===== config.mk =====
export PLATFORM = sky130hd
export DESIGN_NAME = uart_lsr_unit
export DESIGN_NICKNAME = d
export VERILOG_FILES = /design/src/rtl/uart_lsr_pkg.sv /design/src/rtl/uart_lsr_fifo.sv /design/src/rtl/uart_lsr_flags.sv /design/src/rtl/uart_lsr_unit.sv
export SDC_FILE = /design/constraint.sdc
export NUM_CORES = 1
export LEC_CHECK = 0
export BUFFER_PORTS_ARGS = -buffer_cell sky130_fd_sc_hd__buf_4
export CORE_MARGIN = 1
export CORE_UTILIZATION = 45
export CTS_BUF_LIST = sky130_fd_sc_hd__clkbuf_4
export CTS_CLUSTER_DIAMETER = 150
export DETAILED_ROUTE_END_ITERATION = 8
export MAX_ROUTING_LAYER = met4
export PLACE_DENSITY = 0.63
export SYNTH_ARGS = -nofsm -noshare
export SYNTH_HDL_FRONTEND = slang
export SYNTH_SLANG_ARGS = --single-unit

===== constraint.sdc =====
create_clock -name clk -period 5 [get_ports clk]
set_clock_uncertainty 0.15 [all_clocks]
set_input_delay 0 -clock clk [delete_from_list [all_inputs] [get_ports clk]]
set_output_delay 0 -clock clk [all_outputs]
set_load 0.02 [all_outputs]

===== src/rtl/uart_lsr_pkg.sv =====
package uart_lsr_pkg;
  localparam int CHAR_W = 9;

  typedef struct packed {
    logic              brk;
    logic              frm;
    logic              par;
    logic [CHAR_W-1:0] data;
  } rx_entry_t;

  typedef enum logic [1:0] {
    MODE_NORMAL = 2'b00,
    MODE_LEGACY = 2'b01,
    MODE_NINE   = 2'b10
  } lsr_mode_e;
endpackage


===== src/rtl/uart_lsr_fifo.sv =====
module uart_lsr_fifo
  import uart_lsr_pkg::*;
#(
  parameter int DEPTH = 16,
  localparam int AW = (DEPTH > 1) ? $clog2(DEPTH) : 1,
  localparam int CW = $clog2(DEPTH + 1)
) (
  input  logic      clk,
  input  logic      rst_n,
  input  logic      push,
  input  rx_entry_t push_entry,
  input  logic      pop,
  output rx_entry_t head,
  output rx_entry_t after_head,
  output logic [CW-1:0] count
);
  rx_entry_t mem [DEPTH];
  logic [AW-1:0] rd_ptr, wr_ptr, rd_nxt;

  function automatic logic [AW-1:0] bump(input logic [AW-1:0] p);
    return (p == AW'(DEPTH - 1)) ? '0 : p + 1'b1;
  endfunction

  assign rd_nxt     = bump(rd_ptr);
  assign head       = mem[rd_ptr];
  assign after_head = mem[rd_nxt];

  always_ff @(posedge clk) begin
    if (push) mem[wr_ptr] <= push_entry;
  end

  always_ff @(posedge clk) begin
    if (!rst_n) begin
      rd_ptr <= '0;
      wr_ptr <= '0;
      count  <= '0;
    end else begin
      if (pop)  rd_ptr <= rd_nxt;
      if (push) wr_ptr <= bump(wr_ptr);
      case ({push, pop})
        2'b10:   count <= count + 1'b1;
        2'b01:   count <= count - 1'b1;
        default: count <= count;
      endcase
    end
  end

  p_fifo_bound_r1: assert property (@(posedge clk) disable iff (!rst_n)
    count <= CW'(DEPTH));
  p_no_overflow_r1: assert property (@(posedge clk) disable iff (!rst_n)
    (push && count == CW'(DEPTH)) |-> pop);
endmodule


===== src/rtl/uart_lsr_flags.sv =====
module uart_lsr_flags
  import uart_lsr_pkg::*;
(
  input  logic      clk,
  input  logic      rst_n,
  input  logic      clear,
  input  logic      head_load,
  input  rx_entry_t head_tag,
  input  logic      nine_mode,
  input  logic      legacy_mode,
  input  logic      wr_accept,
  input  rx_entry_t wr_tag,
  input  logic      overrun_evt,
  output logic      par_q,
  output logic      frm_q,
  output logic      brk_q,
  output logic      ovr_q,
  output logic      sum_q
);
  logic set_par, set_frm, set_brk, set_sum;

  always_comb begin
    set_par = head_load && head_tag.par && !nine_mode;
    set_frm = head_load && head_tag.frm;
    set_brk = head_load && head_tag.brk;
    set_sum = wr_accept && !legacy_mode &&
              ((wr_tag.par && !nine_mode) || wr_tag.frm || wr_tag.brk);
  end

  always_ff @(posedge clk) begin
    if (!rst_n) begin
      par_q <= 1'b0;
      frm_q <= 1'b0;
      brk_q <= 1'b0;
      ovr_q <= 1'b0;
      sum_q <= 1'b0;
    end else begin
      par_q <= set_par     || (par_q && !clear);
      frm_q <= set_frm     || (frm_q && !clear);
      brk_q <= set_brk     || (brk_q && !clear);
      ovr_q <= overrun_evt || (ovr_q && !clear);
      sum_q <= set_sum     || (sum_q && !clear);
    end
  end

  p_set_wins_r10: assert property (@(posedge clk) disable iff (!rst_n)
    (clear && head_load && head_tag.frm) |=> frm_q);
  p_nine_par_quiet_r9: assert property (@(posedge clk) disable iff (!rst_n)
    (nine_mode && clear && !(wr_accept && (wr_tag.frm || wr_tag.brk))) |=> !sum_q);
endmodule


===== src/rtl/uart_lsr_unit.sv =====
module uart_lsr_unit
  import uart_lsr_pkg::*;
#(
  parameter int FIFO_DEPTH = 16,
  localparam int CW = $clog2(FIFO_DEPTH + 1)
) (
  input  logic              clk,
  input  logic              rst_n,
  input  logic [1:0]        mode,
  input  logic              rx_valid,
  input  logic [CHAR_W-1:0] rx_data,
  input  logic              rx_par_err,
  input  logic              rx_frm_err,
  input  logic              rx_brk,
  output logic              rd_valid,
  input  logic              rd_ready,
  output logic [CHAR_W-1:0] rd_data,
  input  logic              tx_fifo_empty,
  input  logic              tx_shift_idle,
  input  logic              lsr_rd,
  output logic [7:0]        lsr
);
  rx_entry_t in_entry, head, after_head, head_next;
  logic [CW-1:0] count;
  logic fifo_full, rd_pop, accept, overrun_evt, head_load;
  logic nine_mode, legacy_mode;
  logic par_q, frm_q, brk_q, ovr_q, sum_q;

  always_comb begin
    in_entry    = '{brk: rx_brk, frm: rx_frm_err, par: rx_par_err, data: rx_data};
    nine_mode   = (mode == MODE_NINE);
    legacy_mode = (mode == MODE_LEGACY);
    rd_valid    = (count != '0);
    fifo_full   = (count == CW'(FIFO_DEPTH));
    rd_pop      = rd_valid && rd_ready;
    accept      = rx_valid && (!fifo_full || rd_pop);
    overrun_evt = rx_valid && fifo_full && !rd_pop;
    // Which character becomes the head at this edge, if any.
    head_load   = 1'b0;
    head_next   = in_entry;
    if (rd_pop) begin
      if (count > CW'(1)) begin
        head_load = 1'b1;
        head_next = after_head;
      end else begin
        head_load = accept;
      end
    end else if (!rd_valid) begin
      head_load = accept;
    end
  end

  uart_lsr_fifo #(.DEPTH(FIFO_DEPTH)) u_fifo (
    .clk        (clk),
    .rst_n      (rst_n),
    .push       (accept),
    .push_entry (in_entry),
    .pop        (rd_pop),
    .head       (head),
    .after_head (after_head),
    .count      (count)
  );

  uart_lsr_flags u_flags (
    .clk         (clk),
    .rst_n       (rst_n),
    .clear       (lsr_rd),
    .head_load   (head_load),
    .head_tag    (head_next),
    .nine_mode   (nine_mode),
    .legacy_mode (legacy_mode),
    .wr_accept   (accept),
    .wr_tag      (in_entry),
    .overrun_evt (overrun_evt),
    .par_q       (par_q),
    .frm_q       (frm_q),
    .brk_q       (brk_q),
    .ovr_q       (ovr_q),
    .sum_q       (sum_q)
  );

  assign rd_data = head.data;

  always_comb begin
    lsr[0] = rd_valid;
    lsr[1] = ovr_q;
    lsr[2] = nine_mode ? (rd_valid && head.data[CHAR_W-1]) : par_q;
    lsr[3] = frm_q;
    lsr[4] = brk_q;
    lsr[5] = tx_fifo_empty;
    lsr[6] = tx_fifo_empty && tx_shift_idle;
    lsr[7] = sum_q && !legacy_mode;
  end

  p_overrun_flag_r2: assert property (@(posedge clk) disable iff (!rst_n)
    (rx_valid && fifo_full && !rd_pop) |=> lsr[1]);
  p_read_clears_r4: assert property (@(posedge clk) disable iff (!rst_n)
    (lsr_rd && !rx_valid && !rd_pop) |=> (lsr[4:3] == 2'b00 && !lsr[1]));
  p_temt_thre_r6: assert property (@(posedge clk) disable iff (!rst_n)
    lsr[6] |-> lsr[5]);
  p_legacy_bit7_r8: assert property (@(posedge clk) disable iff (!rst_n)
    (mode == MODE_LEGACY) |-> !lsr[7]);
endmodule


---- Word-level counts from Yosys, hierarchy flattened ----
Memories as Yosys holds them, arrays and structs flattened. A register that Yosys moved wholly into a read port is not among the register bits.
Cells that the tools add are included.
storage, ports and cells
  register bits after elaboration ......... 18
  bits in writable memories ............... 192
  memories ................................ 1
  logic and storage cells ................. 68
memories
  memory      words  width  read ports  clocked after Yosys merged registers in  wr ports  RTL line             text
  u_fifo.mem  16     12     2           1                                        1         uart_lsr_fifo.sv:17  rx_entry_t mem [DEPTH];
operators by class
  reductions and logical operators ........ 34
  add/sub/neg operators ................... 4
  multiplexer cells ....................... 13
  $lt $le $gt $ge ......................... 1
  equal/unequal tests ..................... 7
operators with widths
  kind                                                                  number
  12-bit two-way mux                                                    2
  1-bit logical AND                                                     19
  4-bit two-way mux                                                     4
  5-bit case mux with 2 select lines                                    1
  4-bit by 1-bit adder with 4-bit output, second input constant         2
  4-bit == test, second input constant                                  2
  1-bit logical OR                                                      8
  1-bit two-way mux                                                     6
  5-bit by 1-bit adder with 5-bit output, second input constant         1
  5-bit == test, second input constant                                  1
  5-bit by 1-bit > comparator with 1-bit output, second input constant  1
  1-bit logical NOT                                                     5
  5-bit nonzero test                                                    1
  5-bit by 1-bit subtractor with 5-bit output, second input constant    1
  2-bit by 1-bit == test with 1-bit output, second input constant       2
  2-bit == test, second input constant                                  2
  2-bit nonzero test                                                    1

---- Depth between registers and ports, before layout ----
Gate-level depths: netlist of the first run.
  depth after elaboration ................. 9
  depth in mapped cells ................... 11
  depth with buffers taken out ............ 10

---- By module ----
A second synthesis of the first run with hierarchy kept.
second synthesis, totals
  cell total of the unflattened synthesis .. 664
  area, all modules ....................... 10,461.3 um^2
modules (own cells, without submodules)
  module          times used  sequential area each (um^2)  cells an instance  area an instance (um^2)
  uart_lsr_fifo   1           6,105.9                      610                9,930.8
  uart_lsr_unit   1           0.0                          35                 342.8
  uart_lsr_flags  1           100.1                        19                 187.7

---- Least setup slack after synthesis of the first run ----
No wires, ideal clock.
  path type ............................... flip-flop to flip-flop
  start point ............................. register u_fifo.count[0]
  end point ............................... memory u_fifo.mem[3][0] (netlist bit) (enable)
  path slack .............................. 2.399 ns
  clock period less this slack ............ 2.601 ns
  arrival ................................. 2.055 ns
  stages on the path, launching flop included .. 8
  buffers on the path ..................... 1
  data required time ...................... 4.454 ns
  library setup time ...................... 0.396 ns
  cell sequence ........................... dfxtp_1 inv_1 ha_1 nand2_1 o41a_1 buf_2 nand2_1 nor3_1
on the way
  word-level cells in the longest chain between the ends .. 6
  elaborated cells on any way between the ends .. 8
  classes of those cells .................. eq/ne: 1; mux: 2; reduce/logical: 5
RTL lines
  element                                                 RTL line                                  text
  start, declared                                         uart_lsr_fifo.sv:15                       output logic [CW-1:0] count
  start signal, assigned                                  uart_lsr_fifo.sv:41                       2'b10: count <= count + 1'b1;
  start signal, assigned                                  uart_lsr_fifo.sv:42                       2'b01: count <= count - 1'b1;
  start signal, assigned                                  uart_lsr_fifo.sv:43                       default: count <= count;
  5-bit == test or 5-bit nonzero test (tied branches)     uart_lsr_unit.sv:34, uart_lsr_unit.sv:33
  1-bit logical NOT or 1-bit logical AND (tied branches)  uart_lsr_unit.sv:36, uart_lsr_unit.sv:35
  1-bit logical OR *                                      uart_lsr_unit.sv:36                       accept = rx_valid && (!fifo_full || rd_pop);
  1-bit logical AND *                                     uart_lsr_unit.sv:36
  1-bit two-way mux *                                     uart_lsr_fifo.sv:29                       if (push) mem[wr_ptr] <= push_entry;
  1-bit two-way mux (not written as such) *               uart_lsr_fifo.sv:29
  end, declared                                           uart_lsr_fifo.sv:17
Every way passes the cells marked *; elsewhere a longest branch is shown, timed or not.

==> results of run 1 <==
==> repair_timing <==
| action | in CTS | in global routing |
|---|---|---|
| gates resized for setup | 0 | 0 |
| hold endpoints to repair | 214 | 0 |
| hold buffers | 22 | 0 |
==> worst register-to-register path: cells and delay by family (launching register included) <==
family | cells | cell delay (ps)
AO/OA/AOI/OAI | 1 | 370
adder cells (fa/ha/maj) | 1 | 220
buffers and inverters | 1 | 120
flip-flops | 1 | 450
AND/OR/NAND/NOR | 3 | 1350
==> power by group <==
group	switching, uW	internal, uW
Combinational	499	491
Clock	671	735
Sequential	125	2010
==> state kept, by name, summed over array words and instances, names as in the netlist, named ones only <==
signal         count
u_fifo.count       5
u_fifo.wr_ptr      4
u_fifo.mem       192
u_flags.ovr_q      1
u_flags.frm_q      1
u_flags.brk_q      1
u_flags.par_q      1
u_fifo.rd_ptr      4
u_flags.sum_q      1
==> metrics by stage <==
step                      power (uW)  hold WS (ps)  area [um^2]  utilization
after floorplan                 2871        -51.13         8761            -
after detailed placement        3144         57.33         9233       0.4887
after global routing            4724         34.28        10120       0.5356
final                           4528         44.74        10120       0.5356
after CTS                       4570         3.449        10120       0.5354
after global placement          3129         55.72         9233       0.4887
==> kinds of logic after synthesis <==
kind of cell | count (synthesis)
xor+xnor | 8
mux | 59
buf+inv | 38
fa+ha+maj | 10
flops | 214
simple gates | 98
compound gates | 45
==> synth_stat cells, drive strengths merged (4+ instances only) <==
cell,n,share of area
a31oi,5,0.0036
dfxtp,22,0.050
mux4,50,0.14
a21oi,8,0.0046
and2,9,0.0064
nand4,5,0.0036
clkbuf,8,0.0037
nor2b,10,0.0071
ha,10,0.014
o21ai,7,0.0040
nand2,27,0.012
mux2i,4,0.0046
nand3,5,0.0029
inv,8,0.0034
edfxtp,192,0.66
o22ai,5,0.0036
xnor2,4,0.0040
mux2,5,0.0064
nor2,21,0.0090
buf,22,0.019
xor2,4,0.0040
nand2b,5,0.0036
nor3,6,0.0034
==> per-layer routing <==
metal	share of wire	vias to the layer above	GRT usage
li1	-	2126	-
met1	0.45	2403	0.2693
met2	0.47	154	0.2912
met3	0.060	31	0.04151
met4	0.016	0	0.06791
met5	0	-	-
==> cell usage in the layout (no fill, tap or decap), types with 3 or more instances in the layout <==
| master | netlist | layout |
|---|---|---|
| a21oi_1 | 8 | 8 |
| dfxtp_1 | 22 | 21 |
| dlygate4sd3_1 | 0 | 22 |
| nand4_1 | 5 | 5 |
| nor3_2 | 0 | 4 |
| nor2_1 | 21 | 21 |
| clkinv_1 | 0 | 16 |
| o22ai_1 | 5 | 5 |
| mux4_2 | 26 | 26 |
| xnor2_1 | 4 | 4 |
| mux2i_1 | 4 | 4 |
| mux4_1 | 24 | 24 |
| a31oi_1 | 5 | 5 |
| and2_1 | 9 | 9 |
| nor2b_1 | 10 | 10 |
| o21ai_0 | 6 | 6 |
| nand2b_1 | 5 | 5 |
| ha_1 | 10 | 10 |
| nand3_1 | 5 | 5 |
| inv_2 | 1 | 3 |
| nand2_1 | 27 | 27 |
| buf_4 | 7 | 43 |
| mux2_2 | 5 | 5 |
| edfxtp_1 | 192 | 192 |
| inv_1 | 7 | 7 |
| xor2_1 | 4 | 4 |
| clkbuf_4 | 0 | 74 |
==> cell type report <==
cell class                      instances  area share
Tap cell                              260     0.03215
Inverter                                8    0.002968
Antenna cell                            1   0.0002473
Sequential cell                       214      0.6135
Multi-Input combinational cell        220      0.2320
Clock inverter                         21     0.01063
Clock buffer                           74     0.05490
Timing Repair Buffer                   65     0.05367
==> final timing paths <==
| check | slack [ps] | endpoint | cells after the start |
|---|---|---|---|
| worst max-delay path | 1560 | rd_data[1] | 4 |
| worst min-delay path | 40 | u_fifo.mem[8][2]$_DFFE_PP_ | 2 |
| worst max register to register | 1930 | u_fifo.mem[11][2]$_DFFE_PP_ | 6 |
| worst min register to register | 430 | u_flags.brk_q$_SDFF_PN0_ | 2 |
==> impl_metrics.tcl, run 1 <==
set metrics [dict create \
    irDropWorstVdd_mv 0.1842 \
    grt.overflow.total 0 \
    synth_area_um2 8761 \
    worst_path_most_repeated_cell "buf_4" \
    ios 39 \
    postCtsSetupRepairBufs 0 \
    crit_chain "buf_4 -> mux4_1 -> mux4_2 -> buf_4" \
    maxCapViolations 0 \
    wl_per_cell_um 20.81 \
    std_cell_rows 50 \
    antenna_found_initial 1 \
    crit_type "reg2out" \
    gp_congestion 0.8449 \
    cellLeakagePower_uw 0.003400 \
    grt_pass1_vias 4802 \
    muxShareOfSynthArea 0.1498 \
    die-area_um2 20030 \
    core_area_um2 18890 \
    required_ps 4850 \
    async_flop_share 0 \
    area_delta_synth_final_pct 15.50 \
    status "completed" \
    root_buffer "clkbuf_4" \
    r2r_start "u_fifo.count[0]$_SDFFE_PN0P_" \
    synth_cells 472 \
    drt-vias-per-instance 5.462 \
    vias 4714 \
    final_max_slew_viol_count 0 \
    synth-seq-cells 214 \
    htreeDepth 2 \
    dp.cells 745 \
    cts.clk_slew.worst_paths_ps 70 \
    synth-xor-area-share 0.007998 \
    hp-class "in2reg" \
    critPathCaptureType "output port" \
    rsz0062_at_grt "false" \
    period_needed_ps 3436 \
    dpl.hpwl_um 11360 \
    slowest_delay_ps 820 \
    ys_types 55 \
    synth_flop_cell "edfxtp_1" \
    grt_pass1_wl_um 27690 \
    synth_fa_ha_area_frac 0.01428 \
    crit_path_start_kind "flop" \
    p_per_area_nw_per_um2 447.5 \
    hold_violations 0 \
    fin_cells 863 \
    grt_max_degree 26 \
    crit_buf_inv 2 \
    synth_compound_gate_area_share 0.03585 \
    syn_area_per_cell_um2 18.56 \
    clock_path_buffers 3 \
    cp_max_fo 21 \
    slew_headroom 0.1292 \
    synth_edf_count 192 \
    cts.sink_count 214 \
    multiInputGateArea_um2 2347 \
    cp.arrival_ps 3290 \
    post-route-period-util 0.6872 \
    worstMarginPinSlew_ps 1304 \
    crit_family "multiplexers" \
    synth_top_family_by_area "multiplexers" \
    fill_cells 1539 \
    drt-total-wl_um 17960 \
    yosysSeqAreaShare 0.7084 \
    num-nets-final 594 \
    clk_latency_ps 660 \
    portBuffers 38 \
    cts_tree "done" \
    start_util 0.4637 \
    yosys_warnings 0 \
    dieHeight_um 141.5 \
    grt_use_total 0.1957 \
    die_w_um 141.5 \
    setup_viol 0 \
    syn_nets 503 \
    detail-route-antenna-nets 0 \
    drtIter0Drc 345 \
    yosys.area_share.simple 0.05770 \
    first_pass_iters 8 \
    fin_setup_tns_ps 0 \
    pre_cts_ws_ps 1918 \
    max_freq_ghz 0.2911 \
    hp-start "rx_data[2]" \
    final.setup.worst_slack_ps 1564 \
    cp_slowest_cell "dfxtp_2" \
    remaining_drc_errors 0 \
    post_route_cells_drive_above_1_share 0.2674 \
    cts_buffers 54 \
    ff_latch_area_um2 6207 \
]
(Power assumes the default switching activity.)
==> run 2: changes to the inputs <==
clock period = 3.3 ns   (was 5 ns; I/O delays follow)
==> impl_metrics.tcl, run 2 (same netlist as run 1, synthesis figures left out) <==
set metrics [dict create \
    status "completed" \
    grt_use_total 0.1943 \
    grt_pass1_vias 4940 \
    final_max_slew_viol_count 0 \
    crit_path_start_kind "flop" \
    root_buffer "clkbuf_4" \
    top_regs "u_fifo.mem: 192 flops, u_fifo.count: 5 flops" \
    wl_per_cell_um 20.32 \
    dpl.hpwl_um 10910 \
    cts.clk_slew.worst_paths_ps 70 \
    hold_path_depth 2 \
    grt_pass1_wl_um 27670 \
    p_per_area_nw_per_um2 654.9 \
    setup_viol 0 \
    drt-vias-per-instance 5.433 \
    antenna_found_initial 1 \
    hold_violations 0 \
    ff_latch_area_um2 6207 \
    fin_util 0.5461 \
    required_ps 3150 \
    worstMarginPinSlew_ps 775.7 \
    final_cell_mix "192 x edfxtp_1, 76 x clkbuf_4, 65 x buf_4" \
    worst_path_most_repeated_cell "buf_4" \
    reg2reg_depth 10 \
    top_register "u_fifo.mem" \
    cp.arrival_ps 2870 \
    num-nets-final 618 \
    portBuffers 38 \
    cts_tree "done" \
    period_needed_ps 3017 \
    grt.overflow.total 0 \
    irDropWorstVdd_mv 0.3122 \
    fill_cells 1546 \
    cp_slowest_cell "dfxtp_2" \
    post-route-period-util 0.9142 \
    multiInputGateArea_um2 2347 \
    cts-resized-gates 0 \
    detail-route-antenna-nets 0 \
    postCtsSetupRepairBufs 0 \
    clk_latency_ps 640 \
    htreeDepth 2 \
    maxCapViolations 0 \
    ios 39 \
    rsz0062_at_grt "false" \
    vias 4819 \
    dieHeight_um 141.5 \
    post_route_cells_drive_above_1_share 0.2955 \
    remaining_drc_errors 0 \
    crit_type "reg2out" \
    fin_setup_tns_ps 0 \
    largest_register_ffs 192 \
    start_util 0.4637 \
    mostFrequentLayoutCell "edfxtp_1" \
    grt_max_degree 37 \
    std_cell_rows 50 \
    drtIter0Drc 386 \
    cts.sink_count 214 \
    crit_chain "buf_4 -> mux4_1 -> mux4_2 -> buf_4" \
    area_delta_synth_final_pct 17.77 \
    slowest_delay_ps 680 \
    die-area_um2 20030 \
    critPathCaptureType "output port" \
    cellLeakagePower_uw 0.003529 \
    cts_buffers 51 \
    slew_headroom 0.4829 \
    gp_congestion 0.7980 \
    die_w_um 141.5 \
    clock_path_buffers 3 \
    cp_max_fo 15 \
    first_pass_iters 5 \
    drt-total-wl_um 18020 \
    max_freq_ghz 0.3315 \
    core_area_um2 18890 \
    hp-class "in2reg" \
]
run 2: cell types whose count changed in the layout (fill, tap and decap cells not counted), sizes merged:
cell	delta
clkbuf	+2
buf	+23
bufinv	-1
clkinvlp	+1
clkinv	-4
dlygate4sd3	+4
inv	-1
run 2: final timing paths:
path                                 from  slack [ps]                            to
max                                  flop         280                    rd_data[2]
min                            rx_data[7]          50   u_fifo.mem[13][7]$_DFFE_PP_
max reg2reg  u_fifo.count[0]$_SDFFE_PN0P_         460  u_fifo.count[3]$_SDFFE_PN0P_
min reg2reg      u_flags.brk_q$_SDFF_PN0_         420      u_flags.brk_q$_SDFF_PN0_
run 2: what timing repair did:
item | 4_1_cts | 5_1_grt
endpoints found under the setup margin | 0 | 0
hold endpoints to repair | 214 | 0
hold buffers | 26 | 0
run 2: power by group:
group          total [uW]  internal, uW  switching, uW
registers            3190          3040            151
logic                1520           766            755
clock network        2050          1050            991
run 2: routing by layer:
layer,vias to the layer above,global-route usage,share of wire
met5,-,-,0
met4,0,0.06961,0.020
met3,33,0.04219,0.058
met2,149,0.3036,0.49
met1,2454,0.2526,0.43
li1,2183,-,-
run 2: final cells by class:
type                       count  area share
clock buffer                  76     0.05530
tap                          260     0.03153
antenna                        1   0.0002425
multi-input combinational    220      0.2275
timing repair buffer          92     0.07446
inverter                       8    0.002911
sequential                   214      0.6016
clock inverter                16    0.006427
run 2: metrics by stage:
step | instances | hold WS (ps) | total power (uW) | setup slack [ps] | instance area (um^2)
after detailed placement | 768 | 59.39 | 4754 | 472.7 | 9418
after global placement | 768 | 55.47 | 4740 | 555.3 | 9418
after CTS | 886 | 3.215 | 6833 | 180.7 | 10310
final | 887 | 45.40 | 6757 | 283.0 | 10320
after global routing | 887 | 21.56 | 7078 | 117.5 | 10320
after floorplan | 472 | -51.13 | 4350 | 698.7 | 8761
run 2: worst max-delay path: cells and delay by family, from the launching register on:
family / cells / cell delay, ps
buffers and inverters: 2 / 470
DFF: 1 / 680
muxes: 2 / 1060
